$ cat src/rtl/tmr_pkg.sv
package tmr_pkg;
   localparam int unsigned SEL_W     = 2;
   localparam int unsigned NUM_SRC   = 1 << SEL_W;
   localparam int unsigned CTRL_RUN_BIT = 7;
   localparam logic [SEL_W-1:0] SEL_RESET = '1;

   typedef struct packed {
      logic             run;
      logic [SEL_W-1:0] sel;
   } tmr_ctrl_t;
endpackage

$ cat src/rtl/tmr_src_mux.sv
module tmr_src_mux #(
   parameter int unsigned SEL_W   = 2,
   parameter int unsigned NUM_SRC = 1 << SEL_W
) (
   input  logic [NUM_SRC-1:0] tick_i,
   input  logic [SEL_W-1:0]   sel_i,
   output logic               hit_o
);
   logic [NUM_SRC-1:0] match;

   for (genvar i = 0; i < NUM_SRC; i++) begin : g_src
      assign match[i] = tick_i[i] && (sel_i == SEL_W'(i));
   end

   assign hit_o = |match;
endmodule

$ cat src/rtl/tmr_down_counter.sv
module tmr_down_counter #(
   parameter int unsigned COUNT_W = 8
) (
   input  logic               clk_i,
   input  logic               rst_ni,
   input  logic               tick_i,
   input  logic               load_i,
   input  logic [COUNT_W-1:0] load_val_i,
   output logic [COUNT_W-1:0] count_o,
   output logic [COUNT_W-1:0] reload_o,
   output logic               expire_o
);
   localparam logic [COUNT_W-1:0] ONE = COUNT_W'(1);

   logic [COUNT_W-1:0] cnt_q;
   logic [COUNT_W-1:0] rel_q;
   logic               armed;

   assign armed    = (rel_q != '0);
   assign expire_o = tick_i && !load_i && armed && (cnt_q == ONE);

   always_ff @(posedge clk_i) begin
      if (!rst_ni) begin
         cnt_q <= '0;
         rel_q <= '0;
      end else if (load_i) begin
         cnt_q <= load_val_i;
         rel_q <= load_val_i;
      end else if (tick_i && armed) begin
         cnt_q <= (cnt_q == ONE) ? rel_q : cnt_q - ONE;
      end
   end

   assign count_o  = cnt_q;
   assign reload_o = rel_q;
endmodule

$ cat src/rtl/tmr_irq_gen.sv
module tmr_irq_gen #(
   parameter bit HAS_PULSE = 1'b1
) (
   input  logic clk_i,
   input  logic rst_ni,
   input  logic expire_i,
   input  logic sel_tick_i,
   input  logic flag_clr_i,
   input  logic pulse_mode_i,
   output logic flag_o,
   output logic irq_o
);
   logic flag_q;

   always_ff @(posedge clk_i) begin
      if (!rst_ni)         flag_q <= 1'b0;
      else if (expire_i)   flag_q <= 1'b1;
      else if (flag_clr_i) flag_q <= 1'b0;
   end

   assign flag_o = flag_q;

   if (HAS_PULSE) begin : g_pulse
      logic pulse_q;
      always_ff @(posedge clk_i) begin
         if (!rst_ni)         pulse_q <= 1'b0;
         else if (expire_i)   pulse_q <= 1'b1;
         else if (sel_tick_i) pulse_q <= 1'b0;
      end
      assign irq_o = pulse_mode_i ? pulse_q : flag_q;
   end else begin : g_level
      logic unused_in;
      assign unused_in = sel_tick_i ^ pulse_mode_i;
      assign irq_o = flag_q;
   end
endmodule

$ cat src/rtl/countdown_timer.sv
module countdown_timer
   import tmr_pkg::*;
#(
   parameter int unsigned COUNT_W    = 8,
   parameter int unsigned DATA_W     = 8,
   parameter int unsigned ADDR_W     = 4,
   parameter logic [ADDR_W-1:0] CTRL_ADDR  = 4'hE,
   parameter logic [ADDR_W-1:0] VALUE_ADDR = 4'hF,
   parameter bit HAS_PULSE = 1'b1
) (
   input  logic                clk_i,
   input  logic                rst_ni,
   input  logic [ADDR_W-1:0]   addr_i,
   input  logic                wr_en_i,
   input  logic [DATA_W-1:0]   wr_data_i,
   output logic [DATA_W-1:0]   rd_data_o,
   input  logic [NUM_SRC-1:0]  src_tick_i,
   input  logic                pulse_mode_i,
   input  logic                flag_clr_i,
   output logic                flag_o,
   output logic                irq_o
);
   initial begin
      assert (COUNT_W <= DATA_W) else $error("count wider than data bus");
      assert (CTRL_RUN_BIT < DATA_W && SEL_W < CTRL_RUN_BIT)
         else $error("control fields do not fit the data bus");
      assert (CTRL_ADDR != VALUE_ADDR) else $error("register addresses collide");
   end

   tmr_ctrl_t          ctrl_q;
   logic               wr_ctrl, wr_val;
   logic               sel_tick, run_tick, expire;
   logic [COUNT_W-1:0] cnt, reload;

   assign wr_ctrl = wr_en_i && (addr_i == CTRL_ADDR);
   assign wr_val  = wr_en_i && (addr_i == VALUE_ADDR);

   always_ff @(posedge clk_i) begin
      if (!rst_ni) begin
         ctrl_q.run <= 1'b0;
         ctrl_q.sel <= SEL_RESET;
      end else if (wr_ctrl) begin
         ctrl_q.run <= wr_data_i[CTRL_RUN_BIT];
         ctrl_q.sel <= wr_data_i[SEL_W-1:0];
      end
   end

   tmr_src_mux #(.SEL_W(SEL_W), .NUM_SRC(NUM_SRC)) u_mux (
      .tick_i (src_tick_i),
      .sel_i  (ctrl_q.sel),
      .hit_o  (sel_tick)
   );

   assign run_tick = sel_tick && ctrl_q.run;

   tmr_down_counter #(.COUNT_W(COUNT_W)) u_cnt (
      .clk_i      (clk_i),
      .rst_ni     (rst_ni),
      .tick_i     (run_tick),
      .load_i     (wr_val),
      .load_val_i (wr_data_i[COUNT_W-1:0]),
      .count_o    (cnt),
      .reload_o   (reload),
      .expire_o   (expire)
   );

   tmr_irq_gen #(.HAS_PULSE(HAS_PULSE)) u_irq (
      .clk_i        (clk_i),
      .rst_ni       (rst_ni),
      .expire_i     (expire),
      .sel_tick_i   (sel_tick),
      .flag_clr_i   (flag_clr_i),
      .pulse_mode_i (pulse_mode_i),
      .flag_o       (flag_o),
      .irq_o        (irq_o)
   );

   always_comb begin
      rd_data_o = '0;
      if (addr_i == CTRL_ADDR) begin
         rd_data_o[CTRL_RUN_BIT] = ctrl_q.run;
         rd_data_o[SEL_W-1:0]    = ctrl_q.sel;
      end else if (addr_i == VALUE_ADDR) begin
         rd_data_o[COUNT_W-1:0]  = cnt;
      end
   end
endmodule

$ cat config.mk
export PLATFORM = sky130hd
export DESIGN_NAME = countdown_timer
export DESIGN_NICKNAME = d
export VERILOG_FILES = /design/src/rtl/tmr_pkg.sv /design/src/rtl/tmr_src_mux.sv /design/src/rtl/tmr_down_counter.sv /design/src/rtl/tmr_irq_gen.sv /design/src/rtl/countdown_timer.sv
export SDC_FILE = /design/constraint.sdc
export NUM_CORES = 1
export LEC_CHECK = 0
export CORE_MARGIN = 2
export CORE_UTILIZATION = 50
export CTS_CLUSTER_DIAMETER = 150
export DETAILED_ROUTE_END_ITERATION = 12
export DONT_BUFFER_PORTS = 1
export GPL_TIMING_DRIVEN = 0
export MAX_ROUTING_LAYER = met4
export PLACE_DENSITY = 0.7
export SYNTH_ARGS = -nofsm -noshare
export SYNTH_HDL_FRONTEND = slang
export SYNTH_SLANG_ARGS = --single-unit
export TNS_END_PERCENT = 20
$ cat constraint.sdc
create_clock -name clk_i -period 2.5 [get_ports clk_i]
set_input_delay 0.5 -clock clk_i [delete_from_list [all_inputs] [get_ports clk_i]]
set_output_delay 0.5 -clock clk_i [all_outputs]
set_load 0.005 [all_outputs]
==> flow_summary.ini <==
[cts]
clock_path_buffers = 2
clk_pin_slew_worst_paths_ps = 120
clock_latency_ps = 310
postCtsHoldBufs = 0
cts_made_buffers = 3
cts_max_level = 1
cts.sinks = 21
cts_root_buf = clkbuf_4
cts_resized = 0
post-cts-setup-buffers = 0
tritoncts = built

[timing]
hold_viol_final = 0
fin_setup_tns_ps = 0
fin_skew_ps = 10.72
fin_crit_sh_pct = 80.17
tightest_slew_ps = 476.3
period_needed_ps = 2004
finalMaxSlewViolations = 0
max-slew-margin-rel_pct = 68.13
setup_viol = 0
max_freq_ghz = 0.4990
grt_setup_unrepaired = false

[logic_synthesis]
ys_types = 34
syn_nets = 168
synth_cells = 145
synth_area_per_cell_sq_um = 7.999
synth_edf_count = 0
synth_flop_cell = dfxtp_1
yosysWarnings = 0
synth_area_sq_um = 1160
ys_seq_area_share_pct = 36.25
synth_seq_cells = 21
ys_async_sr_fraction_pct = 0

[detailed_routing]
drt-total-wl_um = 2639
detail_route.vias_per_cell = 6.045
drtPass1Iterations = 4
drc = 0
drt_iter0_drc = 23
num_vias = 1070
wire_per_inst_um = 14.91
antenna_left = 0

[place]
placed_area_sq_um = 1195
portBuffers = 0
dp_hpwl_um = 2058
place_congestion = 0.8250

[worst_setup_path]
rrSetupSlack_ps = 500
cp-start-kind = register
cp-end-kind = register
critPathLaunch = u_cnt.count_o[2]
cp_max_fo = 9
r2r_start = u_cnt.count_o[2]
crit_arrival_ps = 2230
rr_worst_depth = 6
required_ps = 2720
crit_end = u_cnt.count_o[2]
criticalPathCategory = register to register
r2r-end = u_cnt.count_o[2]

[floorplanning]
num_rows = 17
die_h_um = 52.17
die_w_um = 52.17
pin_count = 31
core-area_sq_um = 2212
die-area_sq_um = 2721
initial_core_util_pct = 52.43

[finish]
diodes = 0
final_area_sq_um = 1222
nNetsFinal = 173
area_growth_syn_to_layout_pct = 5.394
final_common_cell = nand2_1
most-common-layout-cells = 23 x nand2_1, 21 x dfxtp_1, 19 x a21oi_1
final_util_pct = 55.26
fillerInstances = 215
drive_above_1_share_pct = 6.711

[run_status]
outcome = finished clean

[global_routing]
grt_util_all_layers_pct = 22.26
grt_pass1_wl_um = 4319
gr-total-overflow = 0
antenna_found_initial = 0
grt_pass1_vias = 925
grt_max_degree = 13

[job]
drv_cap = 0

[pwr]
vdd_drop_max_mv = 0.3932
p_per_area_nw_per_um2 = 459.3
leakagePower_nw = 0.4576

[min_path]
hold_path.class = input pin to register
[sequential cells by signal, indices dropped and copies added (netlist names)]
register,count
u_irq.g_pulse.pulse_q,1
u_cnt.reload_o,8
ctrl_q,3
u_cnt.count_o,8
u_irq.flag_o,1
[critical path, cell delays in order (launching register included)]
cell and delay, ps:
dfxtp_1 400, or4_1 520, buf_2 170, nor3_4 370, mux2i_1 240, o21ai_1 80
o211a_1 140
[metrics by stage]
step | total power, W | worst slack [ps] | std cells | hold WS [ps]
2_1_floorplan | 0.0003925 | 674.7 | 145 | 439.2
3_3_place_gp | 0.0004017 | 535.6 | 173 | 460.6
3_5_place_dp | 0.0004029 | 518.3 | 173 | 462.6
4_1_cts | 0.0005626 | 511.1 | 177 | 304.2
5_1_grt | 0.0005851 | 448.3 | 177 | 298.2
6_report | 0.0005615 | 495.8 | 177 | 301.3
[worst min path at each step]
stage | from | endpoint | slack [ps] | cells past startpoint
final | wr_data_i[0] | u_cnt.reload_o[0] | 300 | 2
after global routing | wr_data_i[0] | u_cnt.reload_o[0] | 300 | 2
after CTS | wr_data_i[0] | u_cnt.reload_o[0] | 300 | 2
after detailed placement | u_irq.g_pulse.pulse_q | u_irq.g_pulse.pulse_q | 460 | 2
after global placement | u_cnt.reload_o[0] | u_cnt.reload_o[0] | 460 | 2
after floorplan | u_cnt.reload_o[4] | u_cnt.reload_o[4] | 440 | 2
[logic make-up after synthesis]
logic type               synth area share [%]
multiplexers                            6.365
buffers and inverters                   3.668
adder cells (fa/ha/maj)                 2.157
XOR/XNOR                                2.266
flip-flops                              36.25
AND/OR/NAND/NOR                         27.51
AO/OA/AOI/OAI                           21.79
[synthesized netlist by cell type, types with 2 or more instances]
cell,number,area [sq um]
nand2_1,23,86.33
dfxtp_1,21,420.4
a21oi_1,19,95.09
nand3_1,8,40.04
o21ai_0,7,35.03
and2_1,6,37.54
clkbuf_1,5,18.77
inv_1,5,18.77
nand2b_1,5,31.28
mux2i_1,4,40.04
nor2_1,4,15.01
nor4_1,4,25.02
or4_1,4,30.03
a22o_1,3,26.28
a31oi_1,2,12.51
ha_1,2,25.02
nor3_1,2,10.01
o211a_1,2,20.02
o211ai_1,2,15.01
or3_1,2,12.51
xor2_1,2,17.52
[layer usage]
| layer | wire length [um] | up-vias | global-route usage [%] |
|---|---|---|---|
| met5 | 0 | - | - |
| met3 | 166 | 4 | 2.299 |
| li1 | - | 538 | - |
| met4 | 51 | 0 | 11.54 |
| met1 | 1272 | 495 | 32.14 |
| met2 | 1150 | 33 | 30.59 |
[cell type report]
type                            instances  area, sq um  share of cell area, %
Buffer                                  6        23.77                  1.945
Clock buffer                            3        22.52                  1.842
Clock inverter                          1        5.005                 0.4094
Inverter                                5        18.77                  1.535
Multi-Input combinational cell        113        696.9                  57.01
Sequential cell                        21        420.4                  34.39
Tap cell                               28        35.03                  2.866
[power breakdown]
group          switching [W]   total, W  internal (W)
clock network       0.000106   0.000165     0.0000598
registers         0.00000622   0.000346      0.000340
logic              0.0000292  0.0000502     0.0000210
total               0.000141   0.000561      0.000421
No activity file was read; power rests on OpenSTA's default activity.
